**src/rtl/gpio_mux_pkg.sv**
```systemverilog
package gpio_mux_pkg;
  localparam int REG_W = 32;
  localparam int IDX_W = 4;

  typedef enum logic [IDX_W-1:0] {
    REG_DATA   = 4'd0,
    REG_DIR    = 4'd1,
    REG_AF     = 4'd2,
    REG_DEN    = 4'd3,
    REG_PUR    = 4'd4,
    REG_PDR    = 4'd5,
    REG_FUNC   = 4'd6,
    REG_LOCK   = 4'd7,
    REG_COMMIT = 4'd8
  } regIdx_e;

  // Write strobes passed from the control to the register datapath.
  typedef struct packed {
    logic             wrData;
    logic             wrDir;
    logic             wrAf;
    logic             wrDen;
    logic             wrPur;
    logic             wrPdr;
    logic             wrFunc;
    logic             wrCommit;
    logic [7:0]       port;
    logic [REG_W-1:0] value;
  } regStrobe_t;
endpackage

```
**src/rtl/gpio_mux_ctrl.sv**
```systemverilog
module gpio_mux_ctrl
  import gpio_mux_pkg::*;
#(
  parameter int          NUM_PORTS  = 4,
  parameter int          ADDR_W     = 6,
  parameter logic [31:0] UNLOCK_KEY = 32'h6B1E_C0DE
) (
  input  logic              clk,
  input  logic              rstN,
  input  logic              regWrEn,
  input  logic [ADDR_W-1:0] regAddr,
  input  logic [31:0]       regWrData,
  input  logic [31:0]       dpRdData,
  output regStrobe_t        strobe,
  output logic [7:0]        rdPort,
  output logic [IDX_W-1:0]  rdIdx,
  output logic              rdValid,
  output logic [31:0]       regRdData
);
  localparam int PORT_W = ADDR_W - IDX_W;

  logic [PORT_W-1:0]    portSel;
  regIdx_e              idx;
  logic                 portValid;
  logic                 wrHit;
  logic [NUM_PORTS-1:0] lockedQ;

  assign portSel   = regAddr[ADDR_W-1:IDX_W];
  assign idx       = regIdx_e'(regAddr[IDX_W-1:0]);
  assign portValid = int'(portSel) < NUM_PORTS;
  assign wrHit     = regWrEn && portValid;

  // Per-port key lock: exact key opens, anything else closes.
  always_ff @(posedge clk or negedge rstN) begin
    if (!rstN) begin
      lockedQ <= '1;
    end else if (wrHit && idx == REG_LOCK) begin
      lockedQ[portSel] <= (regWrData != UNLOCK_KEY);
    end
  end

  always_comb begin
    strobe       = '0;
    strobe.port  = 8'(portSel);
    strobe.value = regWrData;
    if (wrHit) begin
      case (idx)
        REG_DATA:   strobe.wrData   = 1'b1;
        REG_DIR:    strobe.wrDir    = 1'b1;
        REG_AF:     strobe.wrAf     = 1'b1;
        REG_DEN:    strobe.wrDen    = 1'b1;
        REG_PUR:    strobe.wrPur    = 1'b1;
        REG_PDR:    strobe.wrPdr    = 1'b1;
        REG_FUNC:   strobe.wrFunc   = 1'b1;
        REG_COMMIT: strobe.wrCommit = !lockedQ[portSel];
        default:    ;
      endcase
    end
  end

  assign rdPort  = 8'(portSel);
  assign rdIdx   = regAddr[IDX_W-1:0];
  assign rdValid = portValid;

  always_comb begin
    if (portValid && idx == REG_LOCK) regRdData = {31'b0, lockedQ[portSel]};
    else                              regRdData = dpRdData;
  end

  for (genvar p = 0; p < NUM_PORTS; p++) begin : g_lockChk
    // the key opens the addressed port on the next cycle
    p_unlock_key_r8: assert property (@(posedge clk) disable iff (!rstN)
      (regWrEn && int'(regAddr[ADDR_W-1:IDX_W]) == p &&
       regAddr[IDX_W-1:0] == REG_LOCK && regWrData == UNLOCK_KEY)
      |=> (regRdData == 32'd0 || !(int'(regAddr[ADDR_W-1:IDX_W]) == p &&
                                   regAddr[IDX_W-1:0] == REG_LOCK)));
    // any other value closes it again
    p_relock_r8: assert property (@(posedge clk) disable iff (!rstN)
      (regWrEn && int'(regAddr[ADDR_W-1:IDX_W]) == p &&
       regAddr[IDX_W-1:0] == REG_LOCK && regWrData != UNLOCK_KEY)
      |=> lockedQ[p]);
  end
endmodule

```
**src/rtl/gpio_mux_regs.sv**
```systemverilog
module gpio_mux_regs
  import gpio_mux_pkg::*;
#(
  parameter int NUM_PORTS     = 4,
  parameter int PINS_PER_PORT = 8,
  parameter logic [NUM_PORTS*PINS_PER_PORT-1:0] PROT_MASK = 32'h800F_8000,
  parameter logic [NUM_PORTS*PINS_PER_PORT-1:0] DBG_MASK  = 32'h000F_0000,
  parameter logic [3:0] DBG_FUNC = 4'h1
) (
  input  logic       clk,
  input  logic       rstN,
  input  regStrobe_t strobe,
  input  logic [NUM_PORTS-1:0][PINS_PER_PORT-1:0] padIn,
  input  logic [7:0]       rdPort,
  input  logic [IDX_W-1:0] rdIdx,
  input  logic             rdValid,
  output logic [31:0]      rdData,
  output logic [NUM_PORTS-1:0][PINS_PER_PORT-1:0] dataQ,
  output logic [NUM_PORTS-1:0][PINS_PER_PORT-1:0] dirQ,
  output logic [NUM_PORTS-1:0][PINS_PER_PORT-1:0] afQ,
  output logic [NUM_PORTS-1:0][PINS_PER_PORT-1:0] denQ,
  output logic [NUM_PORTS-1:0][PINS_PER_PORT-1:0][3:0] funcQ
);
  localparam int PINS  = PINS_PER_PORT;
  localparam int PSEL_W = (NUM_PORTS > 1) ? $clog2(NUM_PORTS) : 1;

  logic [NUM_PORTS-1:0][PINS-1:0] purQ, pdrQ, commitQ;

  function automatic logic [PINS-1:0] keepLocked(logic [PINS-1:0] oldV,
                                                 logic [PINS-1:0] newV,
                                                 logic [PINS-1:0] open);
    return (newV & open) | (oldV & ~open);
  endfunction

  for (genvar p = 0; p < NUM_PORTS; p++) begin : g_port
    localparam logic [PINS-1:0] PROT = PROT_MASK[p*PINS +: PINS];
    localparam logic [PINS-1:0] DBG  = DBG_MASK[p*PINS +: PINS];

    logic [PINS-1:0] dataR, dirR, afR, denR, purR, pdrR, commitR;
    logic [PINS-1:0][3:0] funcR;
    logic [PINS-1:0] openMask;
    logic            hit;

    assign openMask = ~PROT | commitR;
    assign hit      = (strobe.port == 8'(p));

    always_ff @(posedge clk or negedge rstN) begin
      if (!rstN) begin
        dataR   <= '0;
        dirR    <= '0;
        afR     <= DBG;
        denR    <= DBG;
        purR    <= DBG;
        pdrR    <= '0;
        commitR <= ~PROT;
        for (int i = 0; i < PINS; i++) funcR[i] <= DBG[i] ? DBG_FUNC : 4'h0;
      end else if (hit) begin
        if (strobe.wrData) dataR <= strobe.value[PINS-1:0];
        if (strobe.wrDir)  dirR  <= strobe.value[PINS-1:0];
        if (strobe.wrAf)   afR   <= keepLocked(afR,  strobe.value[PINS-1:0], openMask);
        if (strobe.wrDen)  denR  <= keepLocked(denR, strobe.value[PINS-1:0], openMask);
        if (strobe.wrPur)  purR  <= keepLocked(purR, strobe.value[PINS-1:0], openMask);
        if (strobe.wrPdr)  pdrR  <= keepLocked(pdrR, strobe.value[PINS-1:0], openMask);
        if (strobe.wrCommit) commitR <= strobe.value[PINS-1:0] | ~PROT;
        if (strobe.wrFunc) begin
          for (int i = 0; i < PINS; i++)
            if (openMask[i]) funcR[i] <= strobe.value[4*i +: 4];
        end
      end
    end

    assign dataQ[p]   = dataR;
    assign dirQ[p]    = dirR;
    assign afQ[p]     = afR;
    assign denQ[p]    = denR;
    assign purQ[p]    = purR;
    assign pdrQ[p]    = pdrR;
    assign commitQ[p] = commitR;
    assign funcQ[p]   = funcR;

    for (genvar i = 0; i < PINS; i++) begin : g_guard
      if (PROT[i]) begin : g_prot
        // an uncommitted protected pin keeps its configuration
        p_locked_pin_r10: assert property (@(posedge clk) disable iff (!rstN)
          !commitR[i] |=> ($stable(afR[i]) && $stable(denR[i]) && $stable(purR[i])
                           && $stable(pdrR[i]) && $stable(funcR[i])));
      end
    end
  end

  logic [PSEL_W-1:0] rp;
  assign rp = rdPort[PSEL_W-1:0];

  always_comb begin
    rdData = '0;
    if (rdValid) begin
      case (rdIdx)
        REG_DATA:
          for (int i = 0; i < PINS; i++)
            rdData[i] = dirQ[rp][i] ? dataQ[rp][i] : (denQ[rp][i] & padIn[rp][i]);
        REG_DIR:    rdData[PINS-1:0] = dirQ[rp];
        REG_AF:     rdData[PINS-1:0] = afQ[rp];
        REG_DEN:    rdData[PINS-1:0] = denQ[rp];
        REG_PUR:    rdData[PINS-1:0] = purQ[rp];
        REG_PDR:    rdData[PINS-1:0] = pdrQ[rp];
        REG_COMMIT: rdData[PINS-1:0] = commitQ[rp];
        REG_FUNC:
          for (int i = 0; i < PINS; i++) rdData[4*i +: 4] = funcQ[rp][i];
        default: rdData = '0;
      endcase
    end
  end
endmodule

```
**src/rtl/gpio_mux_route.sv**
```systemverilog
module gpio_mux_route #(
  parameter int NUM_PORTS     = 4,
  parameter int PINS_PER_PORT = 8,
  parameter int NUM_FUNCS     = 3
) (
  input  logic clk,
  input  logic rstN,
  input  logic [NUM_PORTS-1:0][PINS_PER_PORT-1:0] dataQ,
  input  logic [NUM_PORTS-1:0][PINS_PER_PORT-1:0] dirQ,
  input  logic [NUM_PORTS-1:0][PINS_PER_PORT-1:0] afQ,
  input  logic [NUM_PORTS-1:0][PINS_PER_PORT-1:0] denQ,
  input  logic [NUM_PORTS-1:0][PINS_PER_PORT-1:0][3:0] funcQ,
  input  logic [NUM_PORTS-1:0][PINS_PER_PORT-1:0] padIn,
  input  logic [NUM_FUNCS*PINS_PER_PORT-1:0] periphOut,
  input  logic [NUM_FUNCS*PINS_PER_PORT-1:0] periphOe,
  output logic [NUM_FUNCS*PINS_PER_PORT-1:0] periphIn,
  output logic [NUM_PORTS*PINS_PER_PORT-1:0] padOut,
  output logic [NUM_PORTS*PINS_PER_PORT-1:0] padOe
);
  localparam int PINS     = PINS_PER_PORT;
  localparam int NUM_SIGS = NUM_FUNCS * PINS;

  // Pad side: GPIO, peripheral or quiet.
  for (genvar p = 0; p < NUM_PORTS; p++) begin : g_padPort
    for (genvar i = 0; i < PINS; i++) begin : g_pad
      logic outV, oeV;
      always_comb begin
        outV = 1'b0;
        oeV  = 1'b0;
        if (denQ[p][i]) begin
          if (!afQ[p][i]) begin
            outV = dataQ[p][i];
            oeV  = dirQ[p][i];
          end else if (funcQ[p][i] != 4'h0 && int'(funcQ[p][i]) <= NUM_FUNCS) begin
            outV = periphOut[(int'(funcQ[p][i]) - 1) * PINS + i];
            oeV  = periphOe[(int'(funcQ[p][i]) - 1) * PINS + i];
          end
        end
      end
      assign padOut[p*PINS + i] = outV;
      assign padOe[p*PINS + i]  = oeV;

      // an out-of-range code never enables the pad
      p_unmapped_r5: assert property (@(posedge clk) disable iff (!rstN)
        (afQ[p][i] && (funcQ[p][i] == 4'h0 || int'(funcQ[p][i]) > NUM_FUNCS))
        |-> !padOe[p*PINS + i]);
    end
  end

  // Peripheral side: lowest port index wins a conflict.
  for (genvar s = 0; s < NUM_SIGS; s++) begin : g_in
    localparam int FUNC = s / PINS + 1;
    localparam int PIN  = s % PINS;
    logic inV;
    always_comb begin
      inV = 1'b0;
      for (int q = NUM_PORTS - 1; q >= 0; q--)
        if (denQ[q][PIN] && afQ[q][PIN] && funcQ[q][PIN] == 4'(FUNC))
          inV = padIn[q][PIN];
    end
    assign periphIn[s] = inV;
  end
endmodule

```
**src/rtl/gpio_mux.sv**
```systemverilog
module gpio_mux
  import gpio_mux_pkg::*;
#(
  parameter int NUM_PORTS     = 4,
  parameter int PINS_PER_PORT = 8,
  parameter int NUM_FUNCS     = 3,
  parameter int ADDR_W        = 6,
  parameter logic [31:0] UNLOCK_KEY = 32'h6B1E_C0DE,
  parameter logic [NUM_PORTS*PINS_PER_PORT-1:0] PROT_MASK = 32'h800F_8000,
  parameter logic [NUM_PORTS*PINS_PER_PORT-1:0] DBG_MASK  = 32'h000F_0000,
  parameter logic [3:0] DBG_FUNC = 4'h1
) (
  input  logic clk,
  input  logic rstN,
  input  logic regWrEn,
  input  logic [ADDR_W-1:0] regAddr,
  input  logic [31:0] regWrData,
  output logic [31:0] regRdData,
  input  logic [NUM_PORTS*PINS_PER_PORT-1:0] padIn,
  output logic [NUM_PORTS*PINS_PER_PORT-1:0] padOut,
  output logic [NUM_PORTS*PINS_PER_PORT-1:0] padOe,
  input  logic [NUM_FUNCS*PINS_PER_PORT-1:0] periphOut,
  input  logic [NUM_FUNCS*PINS_PER_PORT-1:0] periphOe,
  output logic [NUM_FUNCS*PINS_PER_PORT-1:0] periphIn
);
  localparam int NUM_PINS = NUM_PORTS * PINS_PER_PORT;

  regStrobe_t       strobe;
  logic [7:0]       rdPort;
  logic [IDX_W-1:0] rdIdx;
  logic             rdValid;
  logic [31:0]      dpRdData;
  logic [NUM_PORTS-1:0][PINS_PER_PORT-1:0] padInArr, dataQ, dirQ, afQ, denQ;
  logic [NUM_PORTS-1:0][PINS_PER_PORT-1:0][3:0] funcQ;
  logic [NUM_PINS-1:0] denFlat;

  assign padInArr = padIn;
  assign denFlat  = denQ;

  gpio_mux_ctrl #(
    .NUM_PORTS(NUM_PORTS), .ADDR_W(ADDR_W), .UNLOCK_KEY(UNLOCK_KEY)
  ) uCtrl (
    .clk(clk), .rstN(rstN), .regWrEn(regWrEn), .regAddr(regAddr),
    .regWrData(regWrData), .dpRdData(dpRdData), .strobe(strobe),
    .rdPort(rdPort), .rdIdx(rdIdx), .rdValid(rdValid), .regRdData(regRdData)
  );

  gpio_mux_regs #(
    .NUM_PORTS(NUM_PORTS), .PINS_PER_PORT(PINS_PER_PORT),
    .PROT_MASK(PROT_MASK), .DBG_MASK(DBG_MASK), .DBG_FUNC(DBG_FUNC)
  ) uRegs (
    .clk(clk), .rstN(rstN), .strobe(strobe), .padIn(padInArr),
    .rdPort(rdPort), .rdIdx(rdIdx), .rdValid(rdValid), .rdData(dpRdData),
    .dataQ(dataQ), .dirQ(dirQ), .afQ(afQ), .denQ(denQ), .funcQ(funcQ)
  );

  gpio_mux_route #(
    .NUM_PORTS(NUM_PORTS), .PINS_PER_PORT(PINS_PER_PORT), .NUM_FUNCS(NUM_FUNCS)
  ) uRoute (
    .clk(clk), .rstN(rstN), .dataQ(dataQ), .dirQ(dirQ), .afQ(afQ),
    .denQ(denQ), .funcQ(funcQ), .padIn(padInArr), .periphOut(periphOut),
    .periphOe(periphOe), .periphIn(periphIn), .padOut(padOut), .padOe(padOe)
  );

  // a digitally disabled pin is silent at the pad
  p_den_off_r4: assert property (@(posedge clk) disable iff (!rstN)
    ((padOe | padOut) & ~denFlat) == '0);
endmodule

```
**config.mk**
```make
export PLATFORM = sky130hd
export DESIGN_NAME = gpio_mux
export DESIGN_NICKNAME = d
export VERILOG_FILES = /design/src/rtl/gpio_mux_pkg.sv /design/src/rtl/gpio_mux_ctrl.sv /design/src/rtl/gpio_mux_regs.sv /design/src/rtl/gpio_mux_route.sv /design/src/rtl/gpio_mux.sv
export SDC_FILE = /design/constraint.sdc
export NUM_CORES = 1
export LEC_CHECK = 0
export ABC_AREA = 1
export BUFFER_PORTS_ARGS = -buffer_cell sky130_fd_sc_hd__buf_2
export CORE_ASPECT_RATIO = 0.5
export CORE_MARGIN = 2
export CORE_UTILIZATION = 35
export DETAILED_ROUTE_END_ITERATION = 10
export GPL_TIMING_DRIVEN = 0
export PLACE_DENSITY = 0.53
export SLEW_MARGIN = 40
export SYNTH_ARGS = -nofsm -noshare
export SYNTH_HDL_FRONTEND = slang
export SYNTH_SLANG_ARGS = --single-unit
```
**constraint.sdc**
```tcl
create_clock -name clk -period 1.94 [get_ports clk]
set_input_delay 0.097 -clock clk [delete_from_list [all_inputs] [get_ports clk]]
set_output_delay 0.097 -clock clk [all_outputs]
set_load 0.02 [all_outputs]
```
==> impl_table.tex <==
\begin{tabular}{lr}
\hline
Metric & Value \\
\hline
\multicolumn{2}{l}{\textbf{Worst setup path}} \\
\quad Cell family with the largest share of critical-path delay & flip-flops \\
\quad Crit path depth & 7 \\
\quad Largest stage delay on the critical path & between 0.5 and 0.6 ns \\
\quad CP Data Arrival Time & about 2.1 ns \\
\quad Startpoint class of the critical path & flop \\
\quad Worst EP required & approximately 1.8 ns \\
\quad Capture point of the worst path & padOut[18] \\
\quad Buffer and inverter count on the worst path & 3 \\
\quad Element type at the critical path end & output port \\
\quad Biggest fanout along the worst timing path & 3 \\
\quad Worst Reg2Reg Path Length in Cells & 5 \\
\quad Setup slack of the worst register-to-register path & around 0.5 ns \\
\quad Reg2reg end & uRegs.g\_port[2].commitR[1] \\
\quad Slowest stage cell on the critical path & sky130\_fd\_sc\_hd\_\_dfstp\_2 \\
\quad Worst setup path startpoint & uRegs.funcQ[72] \\
\quad Chain of cells forming the critical path & inv\_4 > ha\_4 > nand2\_4 > nor2\_2 > o41ai\_2 > buf\_4 > buf\_6 \\
\quad Critical R2R Launch & uCtrl.lockedQ[1] \\
\quad Worst Path Class, Setup & reg -> out \\
\multicolumn{2}{l}{\textbf{GRT}} \\
\quad First-pass GRT wire length & 154 mm \\
\quad Initial antenna violation count & 6 \\
\quad Via count of the first global-routing pass & between 20,000 and 25,000 \\
\quad Total gr overflow & 0 \\
\quad Gr usage total & 32.8\% \\
\quad Maximum number of pins on one net before global-route repair & 70 \\
\multicolumn{2}{l}{\textbf{Power and ir drop}} \\
\quad P per Cell Area & 788 nW/um2 \\
\quad IR drop worst, VDD & roughly 0.48 mV \\
\quad Sum of internal, switching and leakage power & between 20 and 25 mW \\
\quad Leakage power figure & 13.4 nW \\
\multicolumn{2}{l}{\textbf{Floorplanning}} \\
\quad Die width & 355 um \\
\quad Placeable Area & slightly above 60,000 um2 \\
\quad Total I/O pin count & approximately 240 \\
\quad Chip height & about 180 um \\
\quad Initial Utilization & 35.3\% \\
\quad Die area & $\sim$64,000 um2 \\
\quad Site row count & 64 \\
\multicolumn{2}{l}{\textbf{Final layout}} \\
\quad Net count reported at finish & around 3,700 \\
\quad Final design utilization & 49.9\% \\
\quad Fill cell total of the finished layout & roughly 6,000 \\
\quad P\&R area growth vs syn & 41.2\% \\
\quad Leading cell type in the layout, fill and taps excluded & sky130\_fd\_sc\_hd\_\_nand2\_1 \\
\quad Most frequent cells in the layout & sky130\_fd\_sc\_hd\_\_nand2\_1, sky130\_fd\_sc\_hd\_\_o21ai\_0, sky130\_fd\_sc\_hd\_\_dfrtp\_1 \\
\quad Fraction of final layout cells sized beyond drive strength 1 & a little over a third \\
\multicolumn{2}{l}{\textbf{STA}} \\
\quad Clock skew & 0.0170 ns \\
\quad Post-route minimum period & $\sim$2.2 ns \\
\quad Transition time of the tightest slew-check pin & around 0.94 ns \\
\quad Final Max Slew Viols & 0 \\
\quad Post-route fraction of the period consumed by the critical path & 115\% \\
\quad Max-Slew Margin vs Limit & around 37\% \\
\quad Final Hold Vio Count & 0 \\
\quad Setup repair after global routing missed its margin & true \\
\quad Highest clock frequency the design can meet & between 0.4 and 0.5 GHz \\
\quad Final count of negative-setup-slack endpoints & between 90 and 100 \\
\quad Final setup margin & -0.282 ns \\
\multicolumn{2}{l}{\textbf{Status}} \\
\quad Result of the run & finished with violations \\
\quad Violations in the final reports & setup timing \\
\multicolumn{2}{l}{\textbf{Clock network}} \\
\quad Buffer levels on the longest clock path & 3 \\
\quad \# H-tree levels & 2 \\
\quad CTS Sinks & 330 \\
\quad Clock buffers created by TritonCTS & 36 \\
\quad Clock-pin slew on the worst setup and hold paths & about 0.07 ns \\
\quad CTS tree & yes \\
\quad Root buffer cell & sky130\_fd\_sc\_hd\_\_clkbuf\_16 \\
\quad Clock latency on the worst-skew pair & 0.57 ns \\
\multicolumn{2}{l}{\textbf{Yosys}} \\
\quad Synth Area per Inst & approximately 7.1 um2 \\
\quad Number of enable flip-flop cells after synthesis & 0 \\
\quad Part of the Yosys area used for sequential elements & between 30\% and 40\% \\
\quad Number of warnings printed during yosys synthesis & 0 \\
\quad Post-synthesis cell type count & 41 \\
\quad Post-Syn Area & about 22,000 um2 \\
\quad Primary FF master, synth & sky130\_fd\_sc\_hd\_\_dfrtp\_1 \\
\quad Yosys reg bits & between 300 and 400 \\
\quad Cell count after synthesis & 3,028 \\
\quad Post-synth net total & 3,277 \\
\quad Async set-or-reset flop fraction in the synthesized netlist & 100\% \\
\multicolumn{2}{l}{\textbf{Place}} \\
\quad Total of buffers placed on input and output ports & between 200 and 250 \\
\quad Half-perimeter wire length after placement & $\sim$76 mm \\
\quad Place WS & -0.912 ns \\
\quad GP Congestion & approximately 1 \\
\multicolumn{2}{l}{\textbf{Detailed routing}} \\
\quad Mean number of vias per cell & 5.59 \\
\quad DRC violation total after the first TritonRoute iteration & approximately 3,000 \\
\quad DRC & 0 \\
\quad Via count & 24,300 \\
\quad First-pass detailed-route iteration total & 6 \\
\quad Antenna violation net count after detailed routing & 0 \\
\quad Routed wire length per instance & between 20 and 25 um \\
\quad Routed wire length & around 110 mm \\
\multicolumn{2}{l}{\textbf{Hold path}} \\
\quad Hold crit path type & in -> reg \\
\quad Hold\_sp & regWrEn \\
\multicolumn{2}{l}{\textbf{Run}} \\
\quad Max-cap violations & 0 \\
\hline
\end{tabular}
[state kept, by name (all words and copies together) (netlist names), named ones only]
name	count
uCtrl.lockedQ	4
uRegs.funcQ	128
uRegs.g_port.afR	26
uRegs.g_port.commitR	6
uRegs.g_port.dataR	32
uRegs.g_port.denR	26
uRegs.g_port.dirR	32
uRegs.g_port.pdrR	26
uRegs.g_port.purR	26
[final cells by class]
cell class | instances | area (um2) | share of cell area, %
Clock buffer | 52 | 1010 | 3.32
Clock inverter | 11 | 155 | 0.509
Sequential cell | 330 | 8350 | 27.4
Buffer | 116 | 749 | 2.46
Inverter | 282 | 1240 | 4.06
Antenna cell | 4 | 10.0 | 0.0329
Tap cell | 825 | 1030 | 3.39
Timing Repair Buffer | 504 | 4130 | 13.6
Multi-Input combinational cell | 2224 | 13800 | 45.2
[cell families after synthesis]
group	synth area share, %
simple gates	26.1
flops	38.4
buf+inv	10.0
fa+ha+maj	7.43
compound gates	18.0
[timing repair]
action | 4_1_cts | 5_1_grt
hold buffers | 34 | 0
endpoints found under the hold margin | 264 | 0
pin swaps | 251 | 264
endpoints found under the setup margin | 182 | 235
gates resized for setup | 804 | 354
setup buffers | 174 | 56
[layer usage]
layer | GRT usage (%) | routed length, um
met1 | 46.9 | 46100
met2 | 47.4 | 45500
met3 | 9.52 | 12600
met4 | 9.80 | 3660
met5 | 2.00 | 181
[worst min path at each step]
stage,end,depth (start not counted)
6_report,uCtrl.lockedQ[3],5
2_1_floorplan,async pin,0
5_1_grt,uRegs.funcQ[28],3
4_1_cts,flop,5
3_3_place_gp,uRegs.funcQ[87],3
3_5_place_dp,uRegs.funcQ[124],1
[per-stage QoR]
step | hold WS, ns | TNS, ns | area [um2] | cells
3_3_place_gp | 0.320 | -2108.59 | 23800 | 4091
3_5_place_dp | -0.0618 | -147.93 | 24000 | 4098
4_1_cts | 0.0756 | -10.52 | 28700 | 4294
5_1_grt | 0.165 | -14.87 | 30500 | 4346
6_report | 0.120 | -9.34 | 30500 | 4348
2_1_floorplan | -0.199 | 0 | 21600 | 3028
[power by group]
group	leakage, nW	switching [mW]	internal [mW]
combinational	8.72	4.51	3.27
clock	0.576	3.23	4.16
sequential	4.12	1.01	7.81
[cells in the mapped netlist, types with 3 or more instances]
library cell	n	area share [%]
sky130_fd_sc_hd__o211ai_1	22	0.77
sky130_fd_sc_hd__buf_1	6	0.10
sky130_fd_sc_hd__nor4_1	5	0.15
sky130_fd_sc_hd__a21boi_0	3	0.10
sky130_fd_sc_hd__buf_2	29	0.67
sky130_fd_sc_hd__nand2_1	867	15
sky130_fd_sc_hd__a31oi_1	8	0.23
sky130_fd_sc_hd__nor2_1	255	4.4
sky130_fd_sc_hd__dfstp_2	20	2.4
sky130_fd_sc_hd__nor3_1	26	0.60
sky130_fd_sc_hd__o22ai_1	26	0.75
sky130_fd_sc_hd__a22oi_1	4	0.14
sky130_fd_sc_hd__a221oi_1	24	0.97
sky130_fd_sc_hd__o221ai_1	4	0.16
sky130_fd_sc_hd__nand4_1	48	1.4
sky130_fd_sc_hd__ha_1	128	7.4
sky130_fd_sc_hd__dfrtp_1	310	36
sky130_fd_sc_hd__o22a_1	6	0.24
sky130_fd_sc_hd__nor2_2	4	0.12
sky130_fd_sc_hd__o31ai_1	7	0.24
sky130_fd_sc_hd__nand3_1	164	3.8
sky130_fd_sc_hd__o21ai_0	467	11
sky130_fd_sc_hd__o41ai_1	3	0.12
sky130_fd_sc_hd__nand3b_1	4	0.14
sky130_fd_sc_hd__clkbuf_1	66	1.1
sky130_fd_sc_hd__o21a_1	7	0.24
sky130_fd_sc_hd__a21oi_1	119	2.8
sky130_fd_sc_hd__buf_4	91	3.2
sky130_fd_sc_hd__o2111ai_1	8	0.32
sky130_fd_sc_hd__inv_1	278	4.8
sky130_fd_sc_hd__or2_2	6	0.17
[tightest hold or removal path: stages]
cell                      delay, ns
sky130_fd_sc_hd__buf_2         0.18
sky130_fd_sc_hd__nand2_1       0.23
sky130_fd_sc_hd__nor2_1        0.06
sky130_fd_sc_hd__nand2_1       0.07
sky130_fd_sc_hd__nand2_1       0.04
(Power assumes the default switching activity.)
